--- src/rtl/corr_bpred_pkg.sv ---
package corr_bpred_pkg;

  // Widest counter supported by the step helper.
  localparam int unsigned CTR_MAX_W = 8;

  // One saturating step of a counter whose largest code is `top`.
  function automatic logic [CTR_MAX_W-1:0] sat_step(
    input logic [CTR_MAX_W-1:0] cur,
    input logic [CTR_MAX_W-1:0] top,
    input logic                 up
  );
    logic [CTR_MAX_W-1:0] res;
    if (up) res = (cur == top)   ? cur : cur + 1'b1;
    else    res = (cur == '0)    ? cur : cur - 1'b1;
    return res;
  endfunction

endpackage

--- src/rtl/bp_hist_reg.sv ---
module bp_hist_reg #(
  parameter int unsigned HIST_BITS = 2
) (
  input  logic                 clk,
  input  logic                 rst,
  input  logic                 shift_en,
  input  logic                 bit_in,
  output logic [HIST_BITS-1:0] hist
);

  logic [HIST_BITS-1:0] hist_q;

  always_ff @(posedge clk) begin
    if (rst)           hist_q <= '0;
    else if (shift_en) hist_q <= HIST_BITS'({hist_q, bit_in});
  end

  assign hist = hist_q;

  // Idle cycles leave the history untouched.
  assert_hist_hold_R7: assert property (@(posedge clk) disable iff (rst)
    !shift_en |=> $stable(hist_q));

  // The newest outcome lands in bit 0.
  assert_hist_newest_R5: assert property (@(posedge clk) disable iff (rst)
    shift_en |=> (hist_q[0] == $past(bit_in)));

endmodule

--- src/rtl/bp_ctr_table.sv ---
module bp_ctr_table
  import corr_bpred_pkg::*;
#(
  parameter int unsigned IDX_W = 10,
  parameter int unsigned CTR_W = 2
) (
  input  logic             clk,
  input  logic             rst,
  input  logic [IDX_W-1:0] rd_idx,
  output logic [CTR_W-1:0] rd_ctr,
  input  logic             wr_en,
  input  logic [IDX_W-1:0] wr_idx,
  input  logic             wr_taken
);

  localparam int unsigned    DEPTH   = 1 << IDX_W;
  localparam logic [CTR_W-1:0] CTR_TOP = '1;
  localparam logic [CTR_W-1:0] WEAK_NT = CTR_W'((1 << (CTR_W - 1)) - 1);

  logic [CTR_W-1:0] mem [DEPTH];
  logic [CTR_W-1:0] wr_cur;
  logic [CTR_W-1:0] wr_nxt;

  assign wr_cur = mem[wr_idx];
  assign wr_nxt = CTR_W'(sat_step(CTR_MAX_W'(wr_cur), CTR_MAX_W'(CTR_TOP), wr_taken));
  assign rd_ctr = mem[rd_idx];

  always_ff @(posedge clk) begin
    if (rst) begin
      for (int i = 0; i < DEPTH; i++) mem[i] <= WEAK_NT;
    end else if (wr_en) begin
      mem[wr_idx] <= wr_nxt;
    end
  end

  always_comb begin
    if (!rst && wr_en) begin
      // Counter moves by at most one code per training event.
      assert_ctr_step_R3: assert ((wr_nxt == wr_cur) || (wr_nxt == wr_cur + 1'b1) ||
                                  (wr_nxt == wr_cur - 1'b1))
        else $error("counter jumped from %0d to %0d", wr_cur, wr_nxt);
      // Ends of the range hold.
      assert_ctr_sat_R4: assert (!((wr_cur == CTR_TOP && wr_taken) || (wr_cur == '0 && !wr_taken))
                                 || (wr_nxt == wr_cur))
        else $error("counter left its bound at %0d", wr_cur);
    end
  end

endmodule

--- src/rtl/corr_bpred.sv ---
module corr_bpred #(
  parameter int unsigned PC_W      = 32,
  parameter int unsigned ROW_BITS  = 8,
  parameter int unsigned HIST_BITS = 2,
  parameter int unsigned CTR_BITS  = 2
) (
  input  logic            clk,
  input  logic            rst,
  input  logic [PC_W-1:0] pred_pc,
  output logic            pred_taken,
  input  logic            upd_valid,
  input  logic [PC_W-1:0] upd_pc,
  input  logic            upd_taken
);

  localparam int unsigned IDX_W = HIST_BITS + ROW_BITS;

  logic [ROW_BITS-1:0] pred_row;
  logic [ROW_BITS-1:0] upd_row;
  logic [IDX_W-1:0]    pred_idx;
  logic [IDX_W-1:0]    upd_idx;
  logic [CTR_BITS-1:0] pred_ctr;

  assign pred_row = pred_pc[ROW_BITS-1:0];
  assign upd_row  = upd_pc[ROW_BITS-1:0];

  generate
    if (PC_W > ROW_BITS) begin : g_hi_pc
      logic unused_hi_pc;
      assign unused_hi_pc = ^{pred_pc[PC_W-1:ROW_BITS], upd_pc[PC_W-1:ROW_BITS]};
    end

    if (HIST_BITS > 0) begin : g_corr
      logic [HIST_BITS-1:0] ghist;

      bp_hist_reg #(.HIST_BITS(HIST_BITS)) u_hist (
        .clk     (clk),
        .rst     (rst),
        .shift_en(upd_valid),
        .bit_in  (upd_taken),
        .hist    (ghist)
      );

      assign pred_idx = {ghist, pred_row};
      assign upd_idx  = {ghist, upd_row};
    end else begin : g_plain
      assign pred_idx = pred_row;
      assign upd_idx  = upd_row;
    end
  endgenerate

  bp_ctr_table #(.IDX_W(IDX_W), .CTR_W(CTR_BITS)) u_table (
    .clk     (clk),
    .rst     (rst),
    .rd_idx  (pred_idx),
    .rd_ctr  (pred_ctr),
    .wr_en   (upd_valid),
    .wr_idx  (upd_idx),
    .wr_taken(upd_taken)
  );

  assign pred_taken = pred_ctr[CTR_BITS-1];

  // First cycle out of reset: every lookup says not taken.
  assert_reset_nt_R1: assert property (@(posedge clk)
    $fell(rst) |-> !pred_taken);

endmodule

--- config.mk ---
export PLATFORM = sky130hd
export DESIGN_NAME = corr_bpred
export DESIGN_NICKNAME = d
export VERILOG_FILES = /design/src/rtl/corr_bpred_pkg.sv /design/src/rtl/bp_hist_reg.sv /design/src/rtl/bp_ctr_table.sv /design/src/rtl/corr_bpred.sv
export SDC_FILE = /design/constraint.sdc
export NUM_CORES = 2
export LEC_CHECK = 0
export ABC_AREA = 0
export BUFFER_PORTS_ARGS = -buffer_cell sky130_fd_sc_hd__buf_2
export CAP_MARGIN = 10
export CELL_PAD_IN_SITES_DETAIL_PLACEMENT = 2
export CELL_PAD_IN_SITES_GLOBAL_PLACEMENT = 2
export CORE_AREA = 2 2 577 579
export DETAILED_ROUTE_END_ITERATION = 8
export DIE_AREA = 0 0 579 581
export PLACE_DENSITY = 0.76
export SLEW_MARGIN = 10
export SYNTH_ARGS = -nofsm -noshare
export SYNTH_HDL_FRONTEND = slang
export SYNTH_SLANG_ARGS = --single-unit
--- constraint.sdc ---
create_clock -name clk -period 10.3 [get_ports clk]
set_input_delay 2.06 -clock clk [delete_from_list [all_inputs] [get_ports clk]]
set_output_delay 2.06 -clock clk [all_outputs]
set_load 0.03 [all_outputs]
Word level (Yosys, flattened, before mapping)
Memories as Yosys holds them, arrays and structs flattened.
Index checks and enable logic that the tools add are counted.
{"block": "classes", "n_shift": 0, "mux": 11, "div": 0, "magnitude_cmp": 0, "n_reduce_logical": 2, "addsub": 2, "eq_ne": 1, "mul": 0, "n_bitwise": 0}
{"op": "two-way mux 10 bit", "count": 1}
{"op": "two-way mux 2 bit", "count": 4}
{"op": "two-way mux 1 bit", "count": 6}
{"op": "adder 2 x 1 -> 2 bit (second input constant)", "count": 1}
{"op": "== test 2 bit (second input constant)", "count": 1}
{"op": "zero test 2 bit", "count": 1}
{"op": "OR reduction 2 bit", "count": 1}
{"op": "subtractor 2 x 1 -> 2 bit (second input constant)", "count": 1}
{"block": "word_totals", "mem_bits_ro": 0, "mem_bits_rw": 2048, "ff_bits": 2, "latch_bits": 0, "memories": 1}
{"memory": "u_table.mem", "words": 1024, "word_bits": 2, "read_ports": 2, "rd_ports_with_merged_regs": 0, "write_ports": 1024, "line": "bp_ctr_table.sv:20", "source": "logic [CTR_W-1:0] mem [DEPTH];"}

Longest topological paths before layout
{"block": "logic_depth", "depth_word": 5, "ltp_mapped": 17, "ltp_nobuf": 9}

Modules after synthesis
A second synthesis with hierarchy kept.
{"block": "unflattened", "hier_cells": 9105, "hier_area_um2": 117119.8}
{"mod": "bp_ctr_table", "n_inst": 1, "cells_each": 9099, "area_per_inst_um2": 117052.3}
{"mod": "bp_hist_reg", "n_inst": 1, "cells_each": 6, "area_per_inst_um2": 67.6}

Least setup slack after synthesis
No wires, ideal clock.
{"block": "synth_path", "kind": "input to output", "from": "in pred_pc[0]", "to": "out pred_taken", "cell_stages": 10, "t_arrival_ns": 5.169, "slack_ns": 3.070, "n_path_buf": 3, "cell_sequence": "clkbuf_1 -> clkbuf_1 -> buf_1 -> mux4_2 -> mux4_2 -> mux4_2 -> nand3_1 -> nand2_1 -> nor3_1 -> nor4_1"}
{"block": "synth_via", "elab_chain_len": 1}
{"item": "from (decl)", "line": "corr_bpred.sv:9", "source": "input logic [PC_W-1:0] pred_pc,"}
{"item": "memory read (1024 x 2 bit)"}
{"item": "to (decl)", "line": "corr_bpred.sv:10", "source": "output logic pred_taken,"}
No other way between the ends.

Worst setup path after layout
Ends and elaborated chain as after synthesis.

==> results.tsv <==
stage	metric	value	unit
timing	finalSetupViolCount	0	
final_layout	syn_to_final_growth	9.347	%
global_route	grt_max_degree	195	
routing	first_pass_iters	6	
routing	drt_iter0_drc	15160	
clock_network	cts-root-buf	clkbuf_16	
timing	slew_viol_final	0	
clock_network	cts_tree	done	
timing	clock_skew	66.15	ps
routing	drcViolationCount	0	
global_route	grt_usage	31.83	%
setup_path	end_kind	output pin	
timing	fmax	118.5	MHz
clock_network	clk_path_buf_depth	4	
outcome	status	completed	
final_layout	fillerInstances	32600	
floorplanning	die_x	579	microns
setup_path	ff2ff_setup_slack	4690	ps
final_layout	final_cells	12699	
clock_network	cts_hold_buffers	0	
routing	via_per_inst	7.430	
setup_path	r2r-end	u_table.mem[774][1]	
global_route	grt_overflow_total	0	
clock_network	cts_htree_levels	4	
setup_path	path_class	in2out	
placed_design	place_ws	1687	ps
setup_path	worstPathArrival	6380	ps
floorplanning	start_util	34.89	%
hold_path	holdCritStartpoint	g_corr.u_hist.hist[0]	
setup_path	path_cells	buf_8 -> buf_12 -> mux4_2 -> mux4_2 -> mux4_2 -> a22oi_1 -> nand3_1 -> nor3_1 -> nor4_2 -> buf_2	
setup_path	path_common_cell	mux4_2	
timing	relSlewSlack	6.845	%
floorplanning	die_area	0.3364	sq mm
final_layout	final_nets	8187	
global_route	grt_pass1_vias	95645	
synthesis	synth_area_per_cell	12.85	sq um
setup_path	slowest_stage	a22oi_1	
global_route	antenna_found_initial	52	
floorplanning	dieHeight	581	microns
synthesis	synth_fp_nets	9023	
synthesis	ys_seq_elements	2050	
timing	tightest_slew	1392	ps
hold_path	hold_end	g_corr.u_hist.hist[1]	
timing	setup_ws	1865	ps
clock_network	post-cts-setup-buffers	0	
timing	period_needed	8435	ps
hold_path	holdPathStages	2	
hold_path	hold_path_class	reg2reg	
timing	rsz0062_at_grt	no	
synthesis	yosysWarnings	0	
clock_network	cts_resized	0	
synthesis	async_reset_ff_share	0	%
floorplanning	coreArea	0.3297	sq mm
synthesis	netlist_instances	8955	
power	vdd_drop_max	0.0001533	V
placed_design	io_buffers	20	
routing	ant_nets	0	
synthesis	synth_ff_type	edfxtp_1	
routing	vias	94352	
floorplanning	fp-row-count	211	
setup_path	required	8240	ps
clock_network	clkSlewWorstSetupHoldPaths	60	ps
synthesis	synth_edf_count	2048	
synthesis	synth_area	0.1150	sq mm
setup_path	path_max_fanout	46	
setup_path	r2r_cells	11	
placed_design	hpwl	312400	microns
run	drv_cap	0	
synthesis	seq_area_frac_synth	53.49	%
routing	wire_per_inst	43.52	microns
power	powerDensity	163.5	mW/mm^2
placed_design	dp_cells	12245	
timing	fin_setup_tns	0	ps
synthesis	ys_types	65	
clock_network	clk_latency	960	ps
clock_network	numCtsBuffers	237	
setup_path	max_stage_delay	610	ps
routing	finalWirelength	552700	microns
final_layout	layout-drive-gt1-share	15.11	%
placed_design	gp_congestion	0.9069	
clock_network	clock_sinks	2050	
timing	finalCritPeriodShare	81.90	%
timing	hold_viol	0	
global_route	grt_pass1_wl	764200	microns
power	leakage	40.19	nW
setup_path	startpoint_type	input port	
floorplanning	num_io_pins	69	
setup_path	r2r_start	u_table.mem[327][1]	
timing	worst_hold_slack	628.3	ps
==> cell usage after synthesis, types with 3 or more instances <==
| cell type | instances | area, sq um |
|---|---|---|
| a211oi_1 | 977 | 7335 |
| a21boi_1 | 40 | 300.3 |
| a21o_1 | 880 | 6606 |
| a21oi_1 | 16 | 80.08 |
| a22oi_1 | 22 | 165.2 |
| a31o_2 | 4 | 35.03 |
| a31oi_1 | 6 | 37.54 |
| and2_1 | 5 | 31.28 |
| buf_1 | 80 | 300.3 |
| buf_2 | 335 | 1677 |
| buf_4 | 135 | 1013 |
| buf_6 | 9 | 101.4 |
| clkbuf_1 | 884 | 3318 |
| edfxtp_1 | 2048 | 61500 |
| mux2i_1 | 913 | 9139 |
| mux4_2 | 398 | 8964 |
| nand2_1 | 137 | 514.2 |
| nand2b_1 | 19 | 118.9 |
| nand3_1 | 41 | 205.2 |
| nand3b_1 | 7 | 52.55 |
| nand4_1 | 10 | 62.56 |
| nand4b_1 | 3 | 26.28 |
| nand4bb_1 | 5 | 56.30 |
| nor2_1 | 169 | 634.4 |
| nor2b_1 | 10 | 62.56 |
| nor3_1 | 32 | 160.2 |
| nor3b_1 | 5 | 37.54 |
| nor4_1 | 101 | 631.9 |
| o2111ai_1 | 11 | 96.34 |
| o211ai_1 | 979 | 7350 |
| o21ai_0 | 59 | 295.3 |
| o21bai_1 | 100 | 750.7 |
| o22a_1 | 9 | 78.83 |
| o22ai_1 | 417 | 2609 |
| or2_2 | 46 | 287.8 |
| or4b_1 | 4 | 40.04 |
==> cell usage in the layout, fill, tap and decap left out, types with 99 or more instances in the layout <==
master / instances
nand2_1: 113
mux2i_1: 913
buf_4: 281
clkbuf_16: 240
edfxtp_1: 2048
a211oi_1: 977
nor2_1: 101
o21bai_1: 100
nor4_1: 99
a21o_1: 880
o22ai_1: 417
mux4_2: 398
o211ai_1: 979
==> power breakdown <==
group / internal (mW) / switching (mW)
clock: 4.44 / 3.67
combinational: 0.728 / 2.32
sequential: 9.31 / 0.102
total: 14.5 / 6.09
==> stage by stage <==
step	total power [mW]	util (%)	instance area (sq um)
3_5_place_dp	12.48	35.98	118700
4_1_cts	20.42	38.11	125700
6_report	20.57	38.15	125800
3_3_place_gp	12.37	35.98	118600
5_1_grt	20.85	38.13	125700
2_1_floorplan	11.41	-	115000
==> state kept, by name, summed over array words and instances, names as in the netlist <==
register and cells:
g_corr.u_hist.hist 2, u_table.mem 2048
==> cell type report <==
class / instances / area [sq um] / area share, %
Timing Repair Buffer: 368 / 3638 / 2.892
Clock buffer: 288 / 6186 / 4.917
Clock inverter: 123 / 823.3 / 0.6545
Inverter: 3 / 11.26 / 0.008952
Antenna cell: 42 / 105.1 / 0.08355
Tap cell: 4366 / 5463 / 4.343
Sequential cell: 2050 / 61540 / 48.92
Multi-Input combinational cell: 5459 / 48030 / 38.18
==> worst max-delay path: cells and delay by family <==
kind            cells  cell delay, ps
buf+inv             3            1170
compound gates      1             610
mux                 3            1740
simple gates        3             640
==> metal layers <==
| layer | vias to the layer above | global-route usage (%) | routed length, microns |
|---|---|---|---|
| li1 | 34937 | - | - |
| met1 | 49607 | 40.21 | 195900 |
| met2 | 7818 | 46.79 | 240800 |
| met3 | 1942 | 9.276 | 72890 |
| met4 | 48 | 22.04 | 42700 |
| met5 | - | 0 | 330 |
==> worst max path at each step <==
stage                     from             endpoint  slack (ps)  cells after the start
finish              pred_pc[0]           pred_taken        1860                     10
CTS                 pred_pc[0]           pred_taken        2050                     10
global route        pred_pc[0]           pred_taken        1910                     10
floorplan           pred_pc[0]           pred_taken        3070                     10
global placement     upd_pc[2]  u_table.mem[843][1]        1730                     14
detailed placement   upd_pc[2]  u_table.mem[843][1]        1690                     14
==> cells by family (layout without fill, tap and decap cells) <==
logic type / Yosys count / count (layout) / share of synthesized area [%]
muxes: 1312 / 1312 / 15.74
and+or+nand+nor: 605 / 605 / 2.624
buffers and inverters: 1446 / 782 / 5.581
other: 0 / 42 / 0
AOI/OAI and AO/OA: 3542 / 3542 / 22.56
DFF: 2050 / 2050 / 53.49
Power figures use the tool's default switching activity.
